## config.mk

```make
export PLATFORM = sky130hd
export DESIGN_NAME = pwm_duty_accum
export DESIGN_NICKNAME = d
export VERILOG_FILES = /design/src/rtl/pwm_duty_pkg.sv /design/src/rtl/pwm_in_sync.sv /design/src/rtl/pwm_period_timer.sv /design/src/rtl/pwm_sum_bank.sv /design/src/rtl/pwm_duty_accum.sv
export SDC_FILE = /design/constraint.sdc
export NUM_CORES = 1
export LEC_CHECK = 0
export BUFFER_PORTS_ARGS = -buffer_cell sky130_fd_sc_hd__buf_2
export CAP_MARGIN = 10
export CORE_MARGIN = 5
export CORE_UTILIZATION = 60
export DETAILED_ROUTE_END_ITERATION = 12
export PLACE_DENSITY = 0.81
export SYNTH_ARGS = -nofsm -noshare
export SYNTH_HDL_FRONTEND = slang
export SYNTH_SLANG_ARGS = --single-unit
```

## constraint.sdc

```tcl
create_clock -name clk -period 18.8 [get_ports clk]
set_input_delay 2.82 -clock clk [delete_from_list [all_inputs] [get_ports clk]]
set_output_delay 2.82 -clock clk [all_outputs]
set_load 0.01 [all_outputs]
```

## src/rtl/pwm_duty_pkg.sv

```systemverilog
package pwm_duty_pkg;
  typedef struct packed {
    logic rise;
    logic fall;
  } pwm_edge_t;

  localparam int LANES    = 2;
  localparam int LANE_PER = 0;
  localparam int LANE_HI  = 1;
endpackage

```

## src/rtl/pwm_in_sync.sv

```systemverilog
module pwm_in_sync
  import pwm_duty_pkg::*;
#(
  parameter int STAGES = 2
) (
  input  logic      clk,
  input  logic      rst_n,
  input  logic      pwm_i,
  output pwm_edge_t edge_o
);
  logic [STAGES-1:0] stg_q;
  logic [STAGES-1:0] stg_d;
  logic              last_q;

  for (genvar g = 0; g < STAGES; g++) begin : g_stage
    if (g == 0) begin : g_first
      assign stg_d[g] = pwm_i;
    end else begin : g_next
      assign stg_d[g] = stg_q[g-1];
    end
  end

  always_ff @(posedge clk or negedge rst_n) begin
    if (!rst_n) begin
      stg_q  <= '0;
      last_q <= 1'b0;
    end else begin
      stg_q  <= stg_d;
      last_q <= stg_q[STAGES-1];
    end
  end

  assign edge_o.rise = stg_q[STAGES-1] & ~last_q;
  assign edge_o.fall = ~stg_q[STAGES-1] & last_q;
endmodule

```

## src/rtl/pwm_period_timer.sv

```systemverilog
module pwm_period_timer
  import pwm_duty_pkg::*;
#(
  parameter int CNT_W = 32,
  parameter int PRE_W = 16
) (
  input  logic             clk,
  input  logic             rst_n,
  input  pwm_edge_t        edge_i,
  input  logic             start_i,
  input  logic             stop_i,
  input  logic             clear_i,
  input  logic [PRE_W-1:0] prescale_i,
  output logic             accept_o,
  output logic [CNT_W-1:0] cnt_o,
  output logic [CNT_W-1:0] per_cap_o,
  output logic [CNT_W-1:0] hi_cap_o
);
  localparam logic [CNT_W-1:0] CNT_MAX = '1;

  logic             run_q, run_d;
  logic             arm_q, arm_d;
  logic [PRE_W-1:0] pre_q, pre_d;
  logic [CNT_W-1:0] cnt_q, cnt_d;
  logic [CNT_W-1:0] per_q, per_d;
  logic [CNT_W-1:0] hi_q, hi_d;
  logic             live, rise_ok, fall_ok, tick;
  logic             pre_en, cnt_en, per_en, hi_en;

  always_comb begin
    live    = run_q & ~stop_i & ~clear_i;
    rise_ok = live & edge_i.rise;
    fall_ok = live & edge_i.fall;
    tick    = run_q & (pre_q >= prescale_i);

    run_d = run_q;
    if (clear_i || stop_i) run_d = 1'b0;
    else if (start_i)      run_d = 1'b1;

    arm_d = arm_q;
    if (start_i && !clear_i && !stop_i) arm_d = 1'b1;
    else if (rise_ok)                   arm_d = 1'b0;

    pre_en = clear_i | rise_ok | run_q;
    pre_d  = (clear_i || rise_ok || tick) ? '0 : pre_q + 1'b1;

    cnt_en = clear_i | rise_ok | (tick & (cnt_q != CNT_MAX));
    cnt_d  = (clear_i || rise_ok) ? '0 : cnt_q + 1'b1;

    per_en = clear_i | rise_ok;
    per_d  = clear_i ? '0 : cnt_q;

    hi_en  = clear_i | fall_ok;
    hi_d   = clear_i ? '0 : cnt_q;
  end

  always_ff @(posedge clk or negedge rst_n) begin
    if (!rst_n) begin
      run_q <= 1'b0;
      arm_q <= 1'b0;
    end else begin
      run_q <= run_d;
      arm_q <= arm_d;
    end
  end

  always_ff @(posedge clk or negedge rst_n) begin
    if (!rst_n)      pre_q <= '0;
    else if (pre_en) pre_q <= pre_d;
  end

  always_ff @(posedge clk or negedge rst_n) begin
    if (!rst_n)      cnt_q <= '0;
    else if (cnt_en) cnt_q <= cnt_d;
  end

  always_ff @(posedge clk or negedge rst_n) begin
    if (!rst_n)      per_q <= '0;
    else if (per_en) per_q <= per_d;
  end

  always_ff @(posedge clk or negedge rst_n) begin
    if (!rst_n)     hi_q <= '0;
    else if (hi_en) hi_q <= hi_d;
  end

  assign accept_o  = rise_ok & ~arm_q;
  assign cnt_o     = cnt_q;
  assign per_cap_o = per_q;
  assign hi_cap_o  = hi_q;
endmodule

```

## src/rtl/pwm_sum_bank.sv

```systemverilog
module pwm_sum_bank
  import pwm_duty_pkg::*;
#(
  parameter int CNT_W    = 32,
  parameter int SUM_W    = 48,
  parameter int NUM_W    = 32,
  parameter int LAT_COMP = 82
) (
  input  logic             clk,
  input  logic             rst_n,
  input  logic             accept_i,
  input  logic             clear_i,
  input  logic [CNT_W-1:0] per_i,
  input  logic [CNT_W-1:0] hi_i,
  output logic [SUM_W-1:0] per_sum_o,
  output logic [SUM_W-1:0] hi_sum_o,
  output logic [NUM_W-1:0] num_o,
  output logic             ovf_o,
  output logic             upd_o
);
  localparam int               ADD_W    = SUM_W + 1;
  localparam logic [ADD_W-1:0] COMP_EXT = ADD_W'(LAT_COMP);

  logic [CNT_W-1:0] lane_in  [LANES];
  logic [SUM_W-1:0] lane_sum [LANES];
  logic [LANES-1:0] carry;
  logic [NUM_W-1:0] num_q, num_d;
  logic [NUM_W:0]   num_wide;
  logic             ovf_q, ovf_d, upd_q;
  logic             acc_en;

  assign lane_in[LANE_PER] = per_i;
  assign lane_in[LANE_HI]  = hi_i;
  assign acc_en            = clear_i | accept_i;

  for (genvar g = 0; g < LANES; g++) begin : g_lane
    logic [ADD_W-1:0] wide;
    logic [SUM_W-1:0] acc_q, acc_d;

    always_comb begin
      wide  = {1'b0, acc_q} + ADD_W'(lane_in[g]) + COMP_EXT;
      acc_d = clear_i ? '0 : wide[SUM_W-1:0];
    end

    always_ff @(posedge clk or negedge rst_n) begin
      if (!rst_n)      acc_q <= '0;
      else if (acc_en) acc_q <= acc_d;
    end

    assign carry[g]    = wide[SUM_W];
    assign lane_sum[g] = acc_q;
  end

  always_comb begin
    num_wide = {1'b0, num_q} + 1'b1;
    num_d    = clear_i ? '0 : num_wide[NUM_W-1:0];
    ovf_d    = clear_i ? 1'b0 : (ovf_q | (|carry) | num_wide[NUM_W]);
  end

  always_ff @(posedge clk or negedge rst_n) begin
    if (!rst_n) begin
      num_q <= '0;
      ovf_q <= 1'b0;
    end else if (acc_en) begin
      num_q <= num_d;
      ovf_q <= ovf_d;
    end
  end

  always_ff @(posedge clk or negedge rst_n) begin
    if (!rst_n) upd_q <= 1'b0;
    else        upd_q <= accept_i & ~clear_i;
  end

  assign per_sum_o = lane_sum[LANE_PER];
  assign hi_sum_o  = lane_sum[LANE_HI];
  assign num_o     = num_q;
  assign ovf_o     = ovf_q;
  assign upd_o     = upd_q;
endmodule

```

## src/rtl/pwm_duty_accum.sv

```systemverilog
module pwm_duty_accum
  import pwm_duty_pkg::*;
#(
  parameter int CNT_W    = 32,
  parameter int SUM_W    = 48,
  parameter int NUM_W    = 32,
  parameter int PRE_W    = 16,
  parameter int LAT_COMP = 82,
  parameter int SYNC_N   = 2
) (
  input  logic             clk,
  input  logic             rst_n,
  input  logic             pwm_i,
  input  logic             start_i,
  input  logic             stop_i,
  input  logic             clear_i,
  input  logic [PRE_W-1:0] prescale_i,
  output logic [SUM_W-1:0] period_sum_o,
  output logic [SUM_W-1:0] high_sum_o,
  output logic [SUM_W-1:0] low_sum_o,
  output logic [NUM_W-1:0] cycles_o,
  output logic             overflow_o,
  output logic             update_o,
  output logic [CNT_W-1:0] period_cap_o,
  output logic [CNT_W-1:0] high_cap_o
);
  logic [1:0]       rst_pipe_q;
  logic             rst_int_n;
  pwm_edge_t        pwm_edge;
  logic             accept;
  logic [CNT_W-1:0] cnt_now;

  // Reset asserts at once and releases two clocks later.
  always_ff @(posedge clk or negedge rst_n) begin
    if (!rst_n) rst_pipe_q <= 2'b00;
    else        rst_pipe_q <= {rst_pipe_q[0], 1'b1};
  end
  assign rst_int_n = rst_pipe_q[1];

  pwm_in_sync #(.STAGES(SYNC_N)) u_sync (
    .clk    (clk),
    .rst_n  (rst_int_n),
    .pwm_i  (pwm_i),
    .edge_o (pwm_edge)
  );

  pwm_period_timer #(.CNT_W(CNT_W), .PRE_W(PRE_W)) u_timer (
    .clk        (clk),
    .rst_n      (rst_int_n),
    .edge_i     (pwm_edge),
    .start_i    (start_i),
    .stop_i     (stop_i),
    .clear_i    (clear_i),
    .prescale_i (prescale_i),
    .accept_o   (accept),
    .cnt_o      (cnt_now),
    .per_cap_o  (period_cap_o),
    .hi_cap_o   (high_cap_o)
  );

  pwm_sum_bank #(
    .CNT_W(CNT_W), .SUM_W(SUM_W), .NUM_W(NUM_W), .LAT_COMP(LAT_COMP)
  ) u_sums (
    .clk       (clk),
    .rst_n     (rst_int_n),
    .accept_i  (accept),
    .clear_i   (clear_i),
    .per_i     (cnt_now),
    .hi_i      (high_cap_o),
    .per_sum_o (period_sum_o),
    .hi_sum_o  (high_sum_o),
    .num_o     (cycles_o),
    .ovf_o     (overflow_o),
    .upd_o     (update_o)
  );

  assign low_sum_o = period_sum_o - high_sum_o;
endmodule

```

==> summary.md <==
| Metric | Value |
|---|---|
| Global-route wire length before repair | `82,900 um` |
| DRT iter0 DRCs | `1,605` |
| Via Count | `16,754` |
| Syn_nets | `2,353` |
| Final #Nets | `2,563` |
| Worst setup EP type | `output port` |
| Sequential Power Share | `0.452` |
| Top post-synthesis cells by area | `dfrtp_1 (34%), ha_1 (13%), nand2_1 (5.6%)` |
| P_sw | `around 0.27 mW` |
| CP required | `15.98 ns` |
| # IOs | `264` |
| Setup ws final | `~12 ns` |
| DRC errors left | `0` |
| Worst setup SP type | `register` |
| Power per cell area | `58.7 nW/um^2` |
| Die W | `184 um` |
| Post-Place Worst Slack | `12.37 ns` |
| Initial antenna violation count | `3` |
| Worst-path fanout max | `3` |
| Clock skew | `0.0167 ns` |
| Top-area cell type share of the netlist area | `0.345` |
| Final hold violations | `0` |
| Die Y | `184 um` |
| Largest net degree at the start of global routing | `93` |
| Layout cells sized above 1 | `0.148` |
| GRT Resource Usage Total | `0.297` |
| Slew HR | `0.288` |
| Design Area, Final | `20,700 um^2` |
| Reg2Reg Depth | `16` |
| P_int | `0.947 mW` |
| Final Setup Violations | `0` |
| IO buf count | `between 200 and 300` |
| Fmax | `139 MHz` |
| Critical path type | `register to output port` |
| # rows | `63` |
| RSZ-0062 raised after global routing | `false` |
| Fin crit share | `0.383` |
| CTS sink count | `249` |
| Reg2Reg Launch Point | `u_sums.hi_sum_o[1]$_DFFE_PN0P_` |
| Hold Crit Class | `register to async pin` |
| Sequential element share of the synthesized area | `0.345` |
| Htree depth | `1` |
| Clock Tree Root | `clkbuf_16` |
| Ys Warns | `0` |
| Most common cell in the synthesized netlist | `nand2_1` |
| Worst Path Arrival | `approximately 4.4 ns` |
| Synthesized flop and latch total | `249` |
| List of most frequent post-synthesis cells | `nand2_1 (268), dfrtp_1 (249), ha_1 (194)` |
| Clock Tree Buf Depth | `3` |
| Post-Place Cell Area | `19,600 um^2` |
| DP Wirelength | `38,800 um` |
| Vias in the first global route | `approximately 16,000` |
| WL per Instance | `roughly 19 um` |
| Worst-path clk slew | `0.06 ns` |
| Static leakage | `10.9 nW` |
| Comb power frac | `0.042` |
| Inserted Clock Buffers | `28` |
| Area of the core | `29,700 um^2` |
| CTS tree | `built` |
| Slew Viols, Final | `0` |
| Async S/R FF share, synth | `1.00` |
| Post-Syn Area | `18,100 um^2` |
| Most common flop cell mapped by yosys | `dfrtp_1` |
| Drt pass-1 iters | `7` |
| Yosys top cell by area | `dfrtp_1` |
| Power share of the clock group | `0.506` |
| Register area | `about 6200 um^2` |
| Switching fraction of total power | `0.220` |
| DR vias/cell | `6.08` |
| Status | `completed` |
| Routed WL | `51,800 um` |
| Routed Antenna Nets | `0` |
| Reg2reg setup slack | `roughly 14 ns` |
| CTS Hold Buffers Added | `0` |
| R2R Path End | `u_sums.hi_sum_o[31]$_DFFE_PN0P_` |
| Netlist cell types | `75` |
| Overall Power | `1.21 mW` |
| Multi-input gate area | `approximately 11,000 um^2` |
| Area Growth Syn to Fin | `14.5%` |
| Filler cell count | `2,365` |
| Fin crit period | `7.20 ns` |
| Max VDD drop | `0.0000758 V` |
| Cts repair resizes | `0` |
| Mean Syn Cell Area | `8.47 um^2` |
| Placer Congestion | `0.981` |
| Clock latency on the worst-skew pair | `0.55 ns` |
| Inserted Diodes | `0` |
| Max-cap violations | `0` |
| Area of the die | `33,700 um^2` |
| Post-synth EDFFs | `0` |
| Setup Buffers After CTS | `0` |
| Slew @ Worst Pin | `around 1.1 ns` |
| Starting density of the core | `0.608` |
| Synthesized instance count | `2,134` |
| Setup_tns | `0 ns` |
| Gr ovfl total | `0` |
[metal layers]
metal | GRT usage | vias to the layer above | routed length (um)
met1 | 0.436 | 8024 | 23400
met3 | 0.0603 | 97 | 4620
met4 | 0.0667 | 6 | 1110
met2 | 0.458 | 703 | 22700
li1 | - | 7924 | -
met5 | 0 | - | 39
[layout by cell type (no fill, tap or decap), types with 39 or more instances in the layout]
| master | instances |
|---|---|
| nor2_1 | 170 |
| o21ai_0 | 127 |
| inv_1 | 126 |
| buf_2 | 262 |
| ha_1 | 194 |
| a21oi_1 | 188 |
| nand2_1 | 268 |
| dfrtp_1 | 248 |
| xnor2_1 | 93 |
| nand3_1 | 68 |
| a21o_1 | 73 |
| xor2_1 | 88 |
| nand4_1 | 39 |
[logic make-up (layout without fill, tap and decap cells)]
group                    after synthesis  count (layout)  synth area share
buffers and inverters                221             452            0.0460
other                                  1               1          0.000207
XOR/XNOR                             181             181            0.0877
multiplexers                           1               1          0.000554
AND/OR/NAND/NOR                      761             761             0.203
adder cells (fa/ha/maj)              197             197             0.138
flip-flops                           249             249             0.345
AO/OA/AOI/OAI                        523             523             0.180
[flip-flops by register name, indices dropped and copies added, names as in the netlist, 2 cells and up]
signal and count:
u_sums.hi_sum_o 48, u_sums.per_sum_o 48, u_sums.num_o 32, u_timer.cnt_o 32, u_timer.hi_cap_o 32, u_timer.per_cap_o 32, u_timer.pre_q 16, rst_pipe_q 2
u_sync.stg_q 2
[critical path, cell delays in order (launching register included)]
cell and delay (ns):
dfrtp_1 0.40, inv_1 0.09, ha_1 0.20, fa_1 0.23
nand2b_1 0.16, a21oi_1 0.09, o21ai_0 0.39, a31oi_1 0.24
a311oi_1 0.63, o211a_1 0.28, o21ai_0 0.15, a21oi_1 0.32
o21ai_0 0.20, a311oi_1 0.28, buf_2 0.17
[final cells by class]
class,count,area share
multi-input cells,1664,0.533
flip-flops and latches,249,0.301
repair buffers,274,0.0679
clock buffers,36,0.0378
well taps,390,0.0236
inverters,127,0.0230
clock inverters,15,0.0128
[per-stage QoR]
step                hold WS, ns   util  std cells
finish                    0.307  0.696       2755
global route              0.363  0.696       2755
CTS                       0.330  0.696       2755
detailed placement        0.331  0.661       2704
global placement          0.324  0.661       2704
floorplan                 0.331      -       2134
[power by group through the flow]
stage / clock network, mW / registers (mW) / logic [mW]
floorplan: 0 / 0.562 / 0.0300
global placement: 0 / 0.558 / 0.0491
detailed placement: 0 / 0.559 / 0.0516
CTS: 0.622 / 0.549 / 0.0520
global route: 0.647 / 0.550 / 0.0594
finish: 0.614 / 0.549 / 0.0513
[worst max-delay path by stage]
| stage | start | to | slack (ns) | depth (start not counted) |
|---|---|---|---|---|
| 5_1_grt | u_sums.per_sum_o[0]$_DFFE_PN0P_ | low_sum_o[40] | 11.37 | 14 |
| 4_1_cts | u_sums.per_sum_o[0]$_DFFE_PN0P_ | low_sum_o[40] | 11.75 | 14 |
| 6_report | u_sums.per_sum_o[0]$_DFFE_PN0P_ | low_sum_o[40] | 11.60 | 14 |
| 3_3_place_gp | u_sums.per_sum_o[0]$_DFFE_PN0P_ | low_sum_o[40] | 12.45 | 14 |
| 3_5_place_dp | u_sums.per_sum_o[0]$_DFFE_PN0P_ | low_sum_o[40] | 12.37 | 14 |
| 2_1_floorplan | rst_pipe_q[1]$_DFF_PN0_ | u_sums.hi_sum_o[0]$_DFFE_PN0P_ | 11.35 | 0 |
Note: power is estimated with default switching activity, not from simulation.
